## src/rtl/conf_sel_pkg.sv

```systemverilog
// Shared definitions for the conference talker selector.
// Assumes: nothing beyond IEEE 1800-2017 packages.
package conf_sel_pkg;

    // Phase of the single-pass ranking walk.
    typedef enum logic [1:0] {
        SCAN_IDLE = 2'd0,
        SCAN_RUN  = 2'd1,
        SCAN_DONE = 2'd2
    } scan_state_e;

endpackage

```

## src/rtl/conf_mag_abs.sv

```systemverilog
// Absolute value of a signed sample, saturating the most negative code.
// Assumes: SW >= 2; output is unsigned and at most 2**(SW-1)-1.
module conf_mag_abs #(
    parameter int SW = 16
) (
    input  logic [SW-1:0] sample,
    output logic [SW-1:0] mag
);

    localparam logic [SW-1:0] MOST_NEG = {1'b1, {(SW-1){1'b0}}};
    localparam logic [SW-1:0] MAG_MAX  = {1'b0, {(SW-1){1'b1}}};

    // Fold negative samples; clamp the one value whose negation overflows.
    always_comb begin
        if (sample == MOST_NEG) begin
            mag = MAG_MAX;
        end else if (sample[SW-1]) begin
            mag = (~sample) + 1'b1;
        end else begin
            mag = sample;
        end
    end

endmodule

```

## src/rtl/conf_rank_scan.sv

```systemverilog
// Single-pass top-two ranking over the member slots of a latched frame.
// Visits one slot per clock in ascending order after 'start'; a strictly
// greater magnitude is needed to displace a holder, so lower slots win ties.
// Assumes: frame_flat and mask stay stable for NSLOT cycles after start.
module conf_rank_scan
    import conf_sel_pkg::*;
#(
    parameter int NSLOT = 32,
    parameter int SW    = 16
) (
    input  logic                clk,
    input  logic                rst_n,
    input  logic                start,
    input  logic [NSLOT*SW-1:0] frame_flat,
    input  logic [NSLOT-1:0]    mask,
    output logic [$clog2(NSLOT)-1:0] best_idx,
    output logic                best_vld,
    output logic [$clog2(NSLOT)-1:0] sec_idx,
    output logic                sec_vld,
    output logic                done
);

    localparam int IW = $clog2(NSLOT);
    localparam logic [IW-1:0] LAST_IDX = IW'(NSLOT - 1);

    scan_state_e   state;
    logic [IW-1:0] cur_idx;
    logic [SW-1:0] cur_sample;
    logic [SW-1:0] cur_mag;
    logic [SW-1:0] best_mag;
    logic [SW-1:0] sec_mag;
    logic          cur_member;
    logic          beats_best;
    logic          beats_sec;

    // Pick the slot under inspection.
    always_comb begin
        cur_sample = frame_flat[cur_idx*SW +: SW];
        cur_member = mask[cur_idx];
    end

    conf_mag_abs #(.SW(SW)) u_mag (
        .sample (cur_sample),
        .mag    (cur_mag)
    );

    // Compare against the two current holders.
    always_comb begin
        beats_best = !best_vld || (cur_mag > best_mag);
        beats_sec  = !sec_vld  || (cur_mag > sec_mag);
    end

    // Walk the slots and keep the two largest magnitudes.
    always_ff @(posedge clk) begin
        if (!rst_n) begin
            state    <= SCAN_IDLE;
            cur_idx  <= '0;
            best_idx <= '0;
            best_vld <= 1'b0;
            best_mag <= '0;
            sec_idx  <= '0;
            sec_vld  <= 1'b0;
            sec_mag  <= '0;
        end else if (start) begin
            state    <= SCAN_RUN;
            cur_idx  <= '0;
            best_vld <= 1'b0;
            sec_vld  <= 1'b0;
            best_idx <= '0;
            sec_idx  <= '0;
            best_mag <= '0;
            sec_mag  <= '0;
        end else if (state == SCAN_RUN) begin
            if (cur_member) begin
                if (beats_best) begin
                    sec_idx  <= best_idx;
                    sec_mag  <= best_mag;
                    sec_vld  <= best_vld;
                    best_idx <= cur_idx;
                    best_mag <= cur_mag;
                    best_vld <= 1'b1;
                end else if (beats_sec) begin
                    sec_idx <= cur_idx;
                    sec_mag <= cur_mag;
                    sec_vld <= 1'b1;
                end
            end
            if (cur_idx == LAST_IDX) begin
                state <= SCAN_DONE;
            end else begin
                cur_idx <= cur_idx + 1'b1;
            end
        end
    end

    assign done = (state == SCAN_DONE);

endmodule

```

## src/rtl/conf_frame_route.sv

```systemverilog
// Builds the outgoing frame from the ranking of a latched frame.
// Loudest member gets the runner-up's sample, other members get the
// loudest sample, non-members get zero.
// Assumes: best_idx/sec_idx name member slots when their valid bits are set.
module conf_frame_route #(
    parameter int NSLOT = 32,
    parameter int SW    = 16
) (
    input  logic [NSLOT*SW-1:0]      frame_flat,
    input  logic [NSLOT-1:0]         mask,
    input  logic [$clog2(NSLOT)-1:0] best_idx,
    input  logic                     best_vld,
    input  logic [$clog2(NSLOT)-1:0] sec_idx,
    input  logic                     sec_vld,
    output logic [NSLOT*SW-1:0]      routed
);

    localparam int IW = $clog2(NSLOT);

    logic [SW-1:0] best_sample;
    logic [SW-1:0] sec_sample;

    // Fetch the two chosen voices; silence when absent.
    always_comb begin
        best_sample = best_vld ? frame_flat[best_idx*SW +: SW] : '0;
        sec_sample  = sec_vld  ? frame_flat[sec_idx*SW +: SW]  : '0;
    end

    for (genvar s = 0; s < NSLOT; s++) begin : g_slot
        localparam logic [IW-1:0] SID = IW'(s);
        // Choose what slot s hears.
        always_comb begin
            if (!mask[s]) begin
                routed[s*SW +: SW] = '0;
            end else if (best_vld && (best_idx == SID)) begin
                routed[s*SW +: SW] = sec_sample;
            end else begin
                routed[s*SW +: SW] = best_sample;
            end
        end
    end

endmodule

```

## src/rtl/conf_talker_select.sv

```systemverilog
// Top of the loudest-talker conference selector.
// Latches a frame on each strobe, ranks it during the next interval and
// routes it on the following strobe.
// Assumes: strobes are at least NSLOT+1 cycles apart and one cycle long.
module conf_talker_select #(
    parameter int NSLOT = 32,
    parameter int SW    = 16
) (
    input  logic                     clk,
    input  logic                     rst_n,
    input  logic [NSLOT*SW-1:0]      in_frame,
    input  logic [NSLOT-1:0]         in_mask,
    input  logic                     in_frame_vld,
    output logic [NSLOT*SW-1:0]      out_frame,
    output logic                     out_vld,
    output logic [$clog2(NSLOT)-1:0] sel_first,
    output logic [$clog2(NSLOT)-1:0] sel_second,
    output logic                     sel_second_vld
);

    localparam int IW = $clog2(NSLOT);

    logic [NSLOT*SW-1:0] rx_frame;
    logic [NSLOT-1:0]    rx_mask;
    logic                rx_full;
    logic [IW-1:0]       rk_best_idx;
    logic                rk_best_vld;
    logic [IW-1:0]       rk_sec_idx;
    logic                rk_sec_vld;
    logic                rk_done;
    logic [NSLOT*SW-1:0] routed;

    conf_rank_scan #(.NSLOT(NSLOT), .SW(SW)) u_scan (
        .clk        (clk),
        .rst_n      (rst_n),
        .start      (in_frame_vld),
        .frame_flat (rx_frame),
        .mask       (rx_mask),
        .best_idx   (rk_best_idx),
        .best_vld   (rk_best_vld),
        .sec_idx    (rk_sec_idx),
        .sec_vld    (rk_sec_vld),
        .done       (rk_done)
    );

    conf_frame_route #(.NSLOT(NSLOT), .SW(SW)) u_route (
        .frame_flat (rx_frame),
        .mask       (rx_mask),
        .best_idx   (rk_best_idx),
        .best_vld   (rk_best_vld),
        .sec_idx    (rk_sec_idx),
        .sec_vld    (rk_sec_vld),
        .routed     (routed)
    );

    // Latch the arriving frame for ranking.
    always_ff @(posedge clk) begin
        if (!rst_n) begin
            rx_frame <= '0;
            rx_mask  <= '0;
            rx_full  <= 1'b0;
        end else if (in_frame_vld) begin
            rx_frame <= in_frame;
            rx_mask  <= in_mask;
            rx_full  <= 1'b1;
        end
    end

    // Publish the ranked previous frame on the next strobe.
    always_ff @(posedge clk) begin
        if (!rst_n) begin
            out_frame      <= '0;
            out_vld        <= 1'b0;
            sel_first      <= '0;
            sel_second     <= '0;
            sel_second_vld <= 1'b0;
        end else begin
            out_vld <= 1'b0;
            if (in_frame_vld && rx_full && rk_done) begin
                out_frame <= routed;
                out_vld   <= 1'b1;
                if (rk_best_vld) begin
                    sel_first      <= rk_best_idx;
                    sel_second     <= rk_sec_vld ? rk_sec_idx : '0;
                    sel_second_vld <= rk_sec_vld;
                end
            end
        end
    end

endmodule

```

## config.mk

```make
export PLATFORM = sky130hd
export DESIGN_NAME = conf_talker_select
export DESIGN_NICKNAME = d
export VERILOG_FILES = /design/src/rtl/conf_sel_pkg.sv /design/src/rtl/conf_mag_abs.sv /design/src/rtl/conf_rank_scan.sv /design/src/rtl/conf_frame_route.sv /design/src/rtl/conf_talker_select.sv
export SDC_FILE = /design/constraint.sdc
export NUM_CORES = 2
export LEC_CHECK = 0
export ABC_AREA = 1
export BUFFER_PORTS_ARGS = -buffer_cell sky130_fd_sc_hd__buf_2
export CORE_MARGIN = 5
export CORE_UTILIZATION = 26
export DETAILED_ROUTE_END_ITERATION = 7
export REMOVE_ABC_BUFFERS = 1
export SLEW_MARGIN = 20
export SYNTH_ARGS = -nofsm -noshare
export SYNTH_HDL_FRONTEND = slang
export SYNTH_SLANG_ARGS = --single-unit
```

## constraint.sdc

```tcl
create_clock -name clk -period 5.45 [get_ports clk]
set_input_delay 0.8175 -clock clk [delete_from_list [all_inputs] [get_ports clk]]
set_output_delay 0.8175 -clock clk [all_outputs]
set_load 0.03 [all_outputs]
```

==> out/qor.yml <==
routing:
  vias: 69100
  drcViolationCount: 0
  drt_first_pass_iters: 8
  routed_wl_mm: 327
  viasPerCell: 5.35
  postRouteAntennaNets: 0
  wl_per_cell_um: 25.3
  drt_iter0_markers: 8694
floorplan:
  die_w_um: 486
  pin_count: 1071
  rows: 174
  fp.dieH_um: 486
  core-area_um2: 225000
  start_util: 0.261
  die_area_um2: 236000
global_route:
  gr-total-overflow: 0
  grt_pass1_vias: 62300
  antenna_found_initial: 81
  grt_max_degree: 206
  grt_pass1_wl_mm: 455
  track_usage: 0.261
pwr:
  p_total_mw: 21.1
  ir_worst_vdd_v: 0.000249
  power.density_nw_per_um2: 292
  power_leakage_nw: 31.2
critical_path:
  r2r_slack_ns: 0.49
  critPathMaxStageDelay_ns: 0.39
  start_kind: "register"
  crit_fanout: 77
  critical-path-slowest-cell: "dfxtp_4"
  worstPathRequired_ns: 6.15
  crit_type: "reg2reg"
  arrival_ns: 5.66
  crit_path_frequent_cell: "nand2_1"
  cp-end-kind: "register"
yosys:
  synth_area_um2: 58800
  synthTopCellsByArea: "dfxtp_1 38%, nand2_1 15%, a21oi_1 10%"
  synth_cells: 9093
  synth_area_leader_cell: "dfxtp_1"
  synth.avg_cell_area_um2: 6.47
  yosys.cell_types.count: 43
  yosysWarnings: 0
  synth-seq-cells: 1120
  ys_seq_area_frac: 0.381
  synth_top_area_share: 0.381
sta:
  final.setup_skew_ns: 0.0552
  finalMaxSlewViolations: 0
  setup-tns-final_ns: 0
  max_freq_mhz: 202
  setup_viol: 0
  slew_headroom: 0.224
  worst_pin_slew_ns: 1.16
  timing.final.ws_setup_ns: 0.495
  rsz0062_at_grt: "false"
  fin_crit_sh: 0.909
  hold_viol: 0
  finalCriticalPeriod_ns: 4.96
clock_network:
  clock_latency_ns: 0.81
  clockRootBuffer: "clkbuf_16"
  cts_tree: "built"
  clockBufferDepth: 3
  hold_buffers: 0
  cts_sinks: 1120
  cts_buffers: 138
  clkTransAtPathRegs_ns: 0.07
  cts_max_level: 4
finish:
  multi_input_area_um2: 31100
  instances_no_fill: 12900
  final_util: 0.321
  ff_latch_area_um2: 22400
  n_fill_cell: 25000
  area_growth_pct: 22.7
  drive_above_1_share: 0.175
  nets: 10300
job:
  cap_violations: 0
placement:
  dp_slack_ns: 0.272
  io_buffers: 1070
  gp_congestion: 0.930
  hpwl_mm: 225
  placed_cells: 12600
hold_path:
  hp-class: "in2reg"
outcome:
  outcome: "completed"
[metrics by stage]
step	hold slack (ns)	cell area, um^2
final	0.231	72200
after global routing	0.181	72100
after CTS	0.155	72000
after floorplan	0.437	55300
after detailed placement	0.452	67100
after global placement	0.450	67100
[cell usage in the layout (no fill, tap or decap), types with 5 or more instances in the layout]
master / instances
nor2_4: 9
a22oi_2: 7
nand3_1: 912
buf_12: 49
inv_8: 6
o211ai_1: 126
clkbuf_8: 30
diode_2: 70
a22oi_1: 42
o211ai_2: 7
dfxtp_4: 5
buf_2: 1068
nand4_1: 23
a221oi_1: 19
inv_2: 55
nand2_1: 2297
o221ai_1: 6
bufinv_16: 12
nand2_2: 19
o21ai_1: 46
clkbuf_1: 25
o22ai_1: 134
clkinv_8: 5
clkbuf_16: 141
buf_4: 187
dfxtp_2: 5
clkinv_2: 14
ha_1: 35
nor2_1: 565
a21oi_1: 1205
inv_1: 478
nor2_2: 40
dfxtp_1: 1110
o21ai_0: 1078
nand3_2: 31
inv_6: 8
[layout make-up]
| type | count | share of cell area |
|---|---|---|
| diodes | 70 | 0.00243 |
| clock buffers | 196 | 0.0559 |
| clock inverters | 50 | 0.0110 |
| inverters | 545 | 0.0291 |
| multi-input cells | 6627 | 0.431 |
| flip-flops and latches | 1120 | 0.311 |
| well taps | 2992 | 0.0519 |
| repair buffers | 1308 | 0.108 |
[critical path, delay by kind of cell (launching register included)]
kind                       cells  cell delay [ns]
and+or+nand+nor               13             1.58
buffers and inverters          6             1.36
AOI/OAI and AO/OA              8             1.13
DFF                            1             0.39
adders and majority gates      1             0.27
[final timing paths]
kind	startpoint	to	cells after the start
worst max-delay path	u_scan.cur_idx[0]$_SDFFE_PP0P_	u_scan.sec_idx[4]$_SDFFE_PP0P_	28
worst max register to register	u_scan.cur_idx[0]$_SDFFE_PP0P_	u_scan.sec_idx[4]$_SDFFE_PP0P_	28
worst min register to register	out_frame[163]$_SDFFE_PN0P_	out_frame[163]$_SDFFE_PN0P_	2
worst min-delay path	in_frame[457]	rx_frame[457]$_SDFFE_PN0P_	3
[cell usage after synthesis, drive strengths merged]
| library cell | instances |
|---|---|
| nand2 | 2318 |
| a21oi | 1206 |
| o21ai | 1125 |
| dfxtp | 1120 |
| nand3 | 947 |
| nor2 | 615 |
| clkbuf | 547 |
| inv | 541 |
| buf | 254 |
| o22ai | 134 |
| o211ai | 133 |
| a22oi | 49 |
| ha | 35 |
| nand4 | 23 |
| a221oi | 19 |
| o221ai | 6 |
| clkinv | 4 |
| nor3 | 4 |
| o21bai | 3 |
| a31oi | 2 |
| nor4 | 2 |
| xor2 | 2 |
| a21o | 1 |
| nand3b | 1 |
| o2111ai | 1 |
| o41ai | 1 |
[logic make-up (layout without fill, tap and decap cells)]
| group | Yosys count | count (layout) | synth area share |
|---|---|---|---|
| AO/OA/AOI/OAI | 2680 | 2680 | 0.242 |
| XOR/XNOR | 2 | 2 | 0.000298 |
| adder cells (fa/ha/maj) | 35 | 35 | 0.00744 |
| AND/OR/NAND/NOR | 3910 | 3910 | 0.275 |
| other | 0 | 70 | 0 |
| flip-flops | 1120 | 1120 | 0.381 |
| buffers and inverters | 1346 | 2099 | 0.0947 |
[metal layers]
layer / up-vias / GRT usage / share of wire
li1: 31700 / - / -
met1: 32000 / 0.328 / 0.39
met2: 4382 / 0.398 / 0.43
met3: 958 / 0.0605 / 0.10
met4: 12 / 0.178 / 0.076
met5: - / 0 / 0.00025
[registers in the layout, summed over array words and instances (netlist names), 2 cells and up]
signal           flops
sel_first            5
out_frame          512
u_scan.sec_idx       5
u_scan.cur_idx       5
sel_second           5
rx_mask             32
rx_frame           512
u_scan.state         2
u_scan.best_mag     16
u_scan.best_idx      5
u_scan.sec_mag      16
[repair_timing]
| item | CTS | global route |
|---|---|---|
| resized for setup | 0 | 5 |
| setup endpoints to repair | 0 | 24 |
| setup buffers | 0 | 2 |
[report_power, final]
group	switching, mW	leakage [nW]	internal (mW)	total [mW]
clock network	4.10	2.35	5.79	9.89
logic	1.71	19.7	0.753	2.46
registers	0.240	9.17	8.48	8.72
(Power assumes the default switching activity.)
